`src/rtl/dram_refresh_pkg.sv`:
```
package dram_refresh_pkg;

  // Which duration the phase timer loads
  typedef enum logic [2:0] {
    T_CSR,
    T_RAS,
    T_PRE,
    T_SELF,
    T_RPS
  } timeSel_e;

  // Strobes from the sequencer to the counters
  typedef struct packed {
    logic     load;      // load the phase timer
    timeSel_e sel;       // duration to load
    logic     consume;   // one owed refresh has been issued
    logic     seed;      // start the power-up burst
    logic     holdTick;  // interval timer held at zero
  } refCtl_t;

endpackage

```
`src/rtl/refresh_datapath.sv`:
```
module refresh_datapath
  import dram_refresh_pkg::*;
#(
  parameter int INIT_WAIT_CYC  = 50000,
  parameter int INIT_REFRESHES = 8,
  parameter int INTERVAL_CYC   = 3900,
  parameter int MAX_OWED       = 8,
  parameter int CSR_CYC        = 2,
  parameter int RAS_LOW_CYC    = 15,
  parameter int PRE_CYC        = 10,
  parameter int SELF_MIN_CYC   = 25001,
  parameter int RPS_CYC        = 28
) (
  input  logic    clk,
  input  logic    rstN,
  input  refCtl_t ctl,
  output logic    timerDone,
  output logic    owedZero,
  output logic    owedMulti
);

  localparam int LONG_A    = (INIT_WAIT_CYC > SELF_MIN_CYC) ? INIT_WAIT_CYC : SELF_MIN_CYC;
  localparam int SHORT_A   = (RAS_LOW_CYC > PRE_CYC) ? RAS_LOW_CYC : PRE_CYC;
  localparam int SHORT_B   = (RPS_CYC > CSR_CYC) ? RPS_CYC : CSR_CYC;
  localparam int SHORT_MAX = (SHORT_A > SHORT_B) ? SHORT_A : SHORT_B;
  localparam int PHASE_MAX = (LONG_A > SHORT_MAX) ? LONG_A : SHORT_MAX;
  localparam int PHASE_W   = $clog2(PHASE_MAX) + 1;
  localparam int IV_W      = $clog2(INTERVAL_CYC) + 1;
  localparam int OWED_W    = $clog2(MAX_OWED + 1);

  logic [PHASE_W-1:0] phaseCnt, loadVal;
  logic [IV_W-1:0]    ivCnt;
  logic [OWED_W-1:0]  owedCnt;
  logic               tick, addOne;

  // Phase timer: a load of N-1 makes a phase last N cycles
  always_comb begin
    unique case (ctl.sel)
      T_CSR:   loadVal = PHASE_W'(CSR_CYC - 1);
      T_RAS:   loadVal = PHASE_W'(RAS_LOW_CYC - 1);
      T_PRE:   loadVal = PHASE_W'(PRE_CYC - 1);
      T_SELF:  loadVal = PHASE_W'(SELF_MIN_CYC - 1);
      T_RPS:   loadVal = PHASE_W'(RPS_CYC - 1);
      default: loadVal = '0;
    endcase
  end

  always_ff @(posedge clk) begin
    if (!rstN)                phaseCnt <= PHASE_W'(INIT_WAIT_CYC - 1);
    else if (ctl.load)        phaseCnt <= loadVal;
    else if (phaseCnt != '0)  phaseCnt <= phaseCnt - PHASE_W'(1);
  end

  assign timerDone = (phaseCnt == '0);

  // Interval timer
  assign tick = !ctl.holdTick && (ivCnt == IV_W'(INTERVAL_CYC - 1));

  always_ff @(posedge clk) begin
    if (!rstN || ctl.holdTick || tick) ivCnt <= '0;
    else                               ivCnt <= ivCnt + IV_W'(1);
  end

  // Owed-refresh counter, capped at MAX_OWED
  assign addOne = tick && ((owedCnt != OWED_W'(MAX_OWED)) || ctl.consume);

  always_ff @(posedge clk) begin
    if (!rstN)         owedCnt <= '0;
    else if (ctl.seed) owedCnt <= OWED_W'(INIT_REFRESHES);
    else begin
      unique case ({addOne, ctl.consume})
        2'b10:   owedCnt <= owedCnt + OWED_W'(1);
        2'b01:   owedCnt <= owedCnt - OWED_W'(1);
        default: owedCnt <= owedCnt;
      endcase
    end
  end

  assign owedZero  = (owedCnt == '0);
  assign owedMulti = (owedCnt > OWED_W'(1));

endmodule

```
`src/rtl/refresh_control.sv`:
```
module refresh_control
  import dram_refresh_pkg::*;
(
  input  logic    clk,
  input  logic    rstN,
  input  logic    busGrant,
  input  logic    selfReq,
  input  logic    timerDone,
  input  logic    owedZero,
  input  logic    owedMulti,
  output refCtl_t ctl,
  output logic    busReq,
  output logic    rasN,
  output logic    casN,
  output logic    weN,
  output logic    ready,
  output logic    inSelf
);

  typedef enum logic [2:0] {S_INIT, S_IDLE, S_REQ, S_CAS, S_RAS, S_PRE, S_RPS} state_e;
  // Role of the current refresh cycle
  typedef enum logic [1:0] {G_NORM, G_PRE, G_SELF, G_POST} stage_e;

  state_e state, stateNx;
  stage_e stage, stageNx;
  logic   readyR;

  always_ff @(posedge clk) begin
    if (!rstN) begin
      state  <= S_INIT;
      stage  <= G_NORM;
      readyR <= 1'b0;
    end else begin
      state  <= stateNx;
      stage  <= stageNx;
      readyR <= readyR || (state == S_IDLE && owedZero);
    end
  end

  always_comb begin
    stateNx      = state;
    stageNx      = stage;
    ctl          = '0;
    ctl.sel      = T_CSR;
    ctl.holdTick = !readyR || (stage != G_NORM);
    unique case (state)
      S_INIT: if (timerDone) begin
        ctl.seed = 1'b1;
        stateNx  = S_IDLE;
      end
      S_IDLE: begin
        if (!owedZero) begin
          stateNx = S_REQ;
          stageNx = G_NORM;
        end else if (readyR && selfReq) begin
          stateNx = S_REQ;
          stageNx = G_PRE;
        end
      end
      S_REQ: if (busGrant) begin
        ctl.load = 1'b1;
        ctl.sel  = T_CSR;
        stateNx  = S_CAS;
      end
      S_CAS: if (timerDone) begin
        ctl.load = 1'b1;
        ctl.sel  = (stage == G_SELF) ? T_SELF : T_RAS;
        stateNx  = S_RAS;
      end
      S_RAS: if (timerDone && !(stage == G_SELF && selfReq)) begin
        ctl.load = 1'b1;
        ctl.sel  = (stage == G_SELF) ? T_RPS : T_PRE;
        stateNx  = (stage == G_SELF) ? S_RPS : S_PRE;
      end
      S_PRE: if (timerDone) begin
        unique case (stage)
          G_NORM: begin
            ctl.consume = 1'b1;
            if (owedMulti) begin
              ctl.load = 1'b1;
              stateNx  = S_CAS;
            end else begin
              stateNx = S_IDLE;
            end
          end
          G_PRE: begin
            stageNx  = G_SELF;
            ctl.load = 1'b1;
            stateNx  = S_CAS;
          end
          default: begin
            stageNx = G_NORM;
            stateNx = S_IDLE;
          end
        endcase
      end
      S_RPS: if (timerDone) begin
        stageNx  = G_POST;
        ctl.load = 1'b1;
        stateNx  = S_CAS;
      end
      default: stateNx = S_INIT;
    endcase
  end

  assign busReq = !(state == S_INIT || state == S_IDLE);
  assign rasN   = (state != S_RAS);
  assign casN   = !(state == S_CAS || state == S_RAS);
  assign weN    = 1'b1;
  assign ready  = readyR;
  assign inSelf = (state == S_RAS) && (stage == G_SELF);

endmodule

```
`src/rtl/dram_refresh_sched.sv`:
```
module dram_refresh_sched
  import dram_refresh_pkg::*;
#(
  parameter int INIT_WAIT_CYC  = 50000,
  parameter int INIT_REFRESHES = 8,
  parameter int INTERVAL_CYC   = 3900,
  parameter int MAX_OWED       = 8,
  parameter int CSR_CYC        = 2,
  parameter int RAS_LOW_CYC    = 15,
  parameter int PRE_CYC        = 10,
  parameter int SELF_MIN_CYC   = 25001,
  parameter int RPS_CYC        = 28
) (
  input  logic clk,
  input  logic rstN,
  input  logic busGrant,
  input  logic selfReq,
  output logic busReq,
  output logic rasN,
  output logic casN,
  output logic weN,
  output logic ready,
  output logic inSelf
);

  refCtl_t ctl;
  logic    timerDone, owedZero, owedMulti;

  refresh_datapath #(
    .INIT_WAIT_CYC (INIT_WAIT_CYC),
    .INIT_REFRESHES(INIT_REFRESHES),
    .INTERVAL_CYC  (INTERVAL_CYC),
    .MAX_OWED      (MAX_OWED),
    .CSR_CYC       (CSR_CYC),
    .RAS_LOW_CYC   (RAS_LOW_CYC),
    .PRE_CYC       (PRE_CYC),
    .SELF_MIN_CYC  (SELF_MIN_CYC),
    .RPS_CYC       (RPS_CYC)
  ) uDatapath (
    .clk      (clk),
    .rstN     (rstN),
    .ctl      (ctl),
    .timerDone(timerDone),
    .owedZero (owedZero),
    .owedMulti(owedMulti)
  );

  refresh_control uControl (
    .clk      (clk),
    .rstN     (rstN),
    .busGrant (busGrant),
    .selfReq  (selfReq),
    .timerDone(timerDone),
    .owedZero (owedZero),
    .owedMulti(owedMulti),
    .ctl      (ctl),
    .busReq   (busReq),
    .rasN     (rasN),
    .casN     (casN),
    .weN      (weN),
    .ready    (ready),
    .inSelf   (inSelf)
  );

endmodule

```
`config.mk`:
```
export PLATFORM = sky130hd
export DESIGN_NAME = dram_refresh_sched
export DESIGN_NICKNAME = d
export VERILOG_FILES = /design/src/rtl/dram_refresh_pkg.sv /design/src/rtl/refresh_datapath.sv /design/src/rtl/refresh_control.sv /design/src/rtl/dram_refresh_sched.sv
export SDC_FILE = /design/constraint.sdc
export NUM_CORES = 1
export LEC_CHECK = 0
export ABC_AREA = 0
export CAP_MARGIN = 15
export CELL_PAD_IN_SITES_DETAIL_PLACEMENT = 0
export CELL_PAD_IN_SITES_GLOBAL_PLACEMENT = 1
export CORE_UTILIZATION = 41
export DETAILED_ROUTE_END_ITERATION = 10
export PLACE_DENSITY = 0.72
export SLEW_MARGIN = 20
export SYNTH_ARGS = -nofsm -noshare
export SYNTH_HDL_FRONTEND = slang
export SYNTH_SLANG_ARGS = --single-unit
```
`constraint.sdc`:
```
create_clock -name clk -period 2.4 [get_ports clk]
set_input_delay 0.48 -clock clk [delete_from_list [all_inputs] [get_ports clk]]
set_output_delay 0.48 -clock clk [all_outputs]
set_load 0.01 [all_outputs]
```
==> metrics.csv <==
stage,metric,value,unit
clock_network,clock_latency,0.30,ns
worst_setup_path,timing_worst_setup_path_type,reg2reg,
job,max_cap_viol_count,0,
hold_path,hold_class,reg2reg,
clock_network,cts_max_path_buffers,2,
clock_network,htree_num_levels,2,
yosys,post-synth-top-area-fraction,34.2,%
yosys,dominantRegCellSynth,dfxtp_1,
timing,hold_slack,0.470,ns
timing,drv_slew,0,
grt,grt_pass1_vias,1974,
grt,overflow,0,
drt,ant_nets,0,
timing,finalCritPeriodShare,95.8,%
place,io_buffers,8,
power_and_ir_drop,p_leak,1.02,nW
yosys,yosysSeqAreaShare,34.2,%
grt,antenna_found_initial,0,
grt,grt_pass1_wl,9320,um
drt,remaining_drc_errors,0,
timing,rsz0062_at_grt,false,
floorplanning,die_h,77.6,um
timing,tns,0,ns
drt,drt-total-wl,5390,um
worst_setup_path,crit_fanout,6,
power_and_ir_drop,clkPwrFrac,40.7,%
power_and_ir_drop,peakVddDrop,233,uV
yosys,syn_inst,281,
layout,num_antenna_cells,0,
power_and_ir_drop,p_per_area,439,mW/mm^2
clock_network,cts_tree,done,
yosys,syn-num-nets,291,
yosys,synth_seq_cells,40,
timing,slew_headroom,53.1,%
power_and_ir_drop,switchingPower,0.281,mW
power_and_ir_drop,combPwrFrac,3.2,%
clock_network,cts_root_buffer,clkbuf_8,
layout,final_nets,316,
yosys,synth_area,0.00234,sq mm
yosys,synth_edf_count,0,
timing,fin_crit,2.30,ns
drt,first_pass_iters,4,
place,dp_hpwl,3950,um
yosys,ys_warn_count,0,
drt,drt-met1-wl,2710,um
drt,vias,2061,
power_and_ir_drop,internal_power,0.917,mW
clock_network,path_clk_slew,0.09,ns
worst_setup_path,crit_arrival,2.49,ns
floorplanning,initial_core_util,42.5,%
clock_network,cts_sinks,40,
layout,final_cell_mix,"38 x dfxtp_1, 32 x nor2_1, 22 x nand2_1, 22 x buf_4, 15 x xor2_1",
yosys,synth.area.top_cells,"dfxtp_1 34%, xor2_1 5.6%, nor2_1 5.3%",
layout,n_fill_cell,551,
drt,met2_length,2420,um
timing,clock.fmax,0.435,GHz
drt,avgViaCountPerCell,5.44,
timing,worst_pin_slew,0.704,ns
drt,wl_met3,168,um
yosys,async_flop_share,0,%
floorplanning,io-pin-count,10,
clock_network,ctsHoldBuffers,0,
floorplanning,die_width,77.6,um
floorplanning,die_area,0.00602,sq mm
place,gp_congestion,0.818,
floorplanning,core,0.00551,sq mm
timing,finalHoldViolations,0,
grt,grt_usage,19.5,%
drt,top_layer_used,met4,
clock_network,post-cts-setup-buffers,0,
layout,syn2layout_area_growth,16.7,%
worst_setup_path,critPathRequiredTime,2.59,ns
power_and_ir_drop,swShare,23.5,%
worst_setup_path,end_kind,flop,
layout,drive_gt1_share,16.3,%
yosys,ys_types,64,
status,outcome,"finished, final reports clean",
grt,grt_start_max_net_pins,20,
layout,fin_util,49.6,%
floorplanning,rows,27,
layout,final_common_cell,dfxtp_1,
drt,wire_per_inst,14.2,um
clock_network,cts_buffers,5,
power_and_ir_drop,p_seq_share,56.1,%
timing,setup_viol,0,
yosys,synth.largest_area_cell,dfxtp_1,
yosys,avgSynthCellArea,8.33,sq um
worst_setup_path,start_kind,flop,
timing,finClkSkew,0.0122,ns
drt,drtIter0Drc,89,
[area by class of cell]
cell class	instances	area (sq um)	share of cell area (%)
flip-flops and latches	40	803	29.4
inverters	11	41.3	1.51
repair buffers	30	245	8.97
well taps	72	90.1	3.30
clock inverters	2	15.0	0.549
multi-input cells	218	1460	53.3
clock buffers	6	82.6	3.02
[worst max-delay path, cell delays in order, from the launching register on]
cell and delay, ns:
dfxtp_1 0.31, or4_1 0.57, or4_4 0.50, o211a_1 0.28, a22oi_1 0.16, mux2_2 0.35
[through the flow]
stage	total power [mW]	std cells	instance area [sq um]	worst slack [ns]
floorplan	0.711	281	2340	0.00908
detailed placement	0.726	371	2620	0.0590
global route	1.25	379	2730	0.00738
global placement	0.726	371	2620	0.105
CTS	1.21	379	2720	0.0602
finish	1.20	379	2730	0.101
[sequential cells by signal, summed over array words and instances, names as in the netlist]
register,flops
uDatapath.phaseCnt,17
uDatapath.ivCnt,13
uDatapath.owedCnt,4
uControl.state,3
uControl.stage,2
uControl.ready,1
[logic make-up (layout without fill, tap and decap cells)]
kind of cell | count (synthesis) | in the layout | synth area share (%)
DFF | 40 | 40 | 34.2
other | 1 | 1 | 0.160
muxes | 5 | 5 | 2.24
xor gates and xnor gates | 24 | 24 | 8.98
adders and majority gates | 6 | 6 | 3.21
AOI/OAI and AO/OA | 62 | 62 | 19.1
and+or+nand+nor | 120 | 120 | 27.7
buffers and inverters | 23 | 49 | 4.38
[routing by layer]
layer | vias to the layer above | global-route usage [%]
li1 | 1070 | -
met1 | 960 | 25.3
met2 | 24 | 31.5
met3 | 7 | 4.00
met4 | 0 | 7.55
met5 | - | 0
[worst paths after layout]
check / start / to / slack (ns) / cells past startpoint
worst max-delay path: uDatapath.phaseCnt[4] / uDatapath.owedCnt[2] / 0.10 / 5
worst min register to register: uDatapath.ivCnt[0] / uDatapath.ivCnt[0] / 0.47 / 1
worst max register to register: uDatapath.phaseCnt[4] / uDatapath.owedCnt[2] / 0.10 / 5
worst min-delay path: uDatapath.ivCnt[0] / uDatapath.ivCnt[0] / 0.47 / 1
[cell usage after synthesis, types with 3 or more instances]
cell type	instances
o21ai_1	7
nand2_1	22
inv_1	10
nand4_1	4
nor2_1	33
xnor2_1	9
dfxtp_1	40
o211ai_1	7
o21ai_0	9
and3_1	4
clkbuf_1	8
or4_1	3
ha_1	6
a21oi_1	9
nor2b_1	4
nor3_1	13
nand2b_1	3
xor2_1	15
o21a_1	4
mux2i_1	3
nor4_1	4
and4_1	4
nand3_1	10
[timing repair]
item | 4_1_cts | 5_1_grt
setup endpoints to repair | 1 | 9
pin swaps | 0 | 1
resized for setup | 1 | 6
hold endpoints to repair | 0 | 0
[power groups by stage]
stage | logic (mW) | registers, mW | clock network [mW]
final | 0.0379 | 0.672 | 0.488
after global routing | 0.0417 | 0.673 | 0.531
after CTS | 0.0379 | 0.672 | 0.504
after detailed placement | 0.0374 | 0.688 | 0
after global placement | 0.0381 | 0.688 | 0
after floorplan | 0.0250 | 0.686 | 0
(Power assumes the default switching activity.)
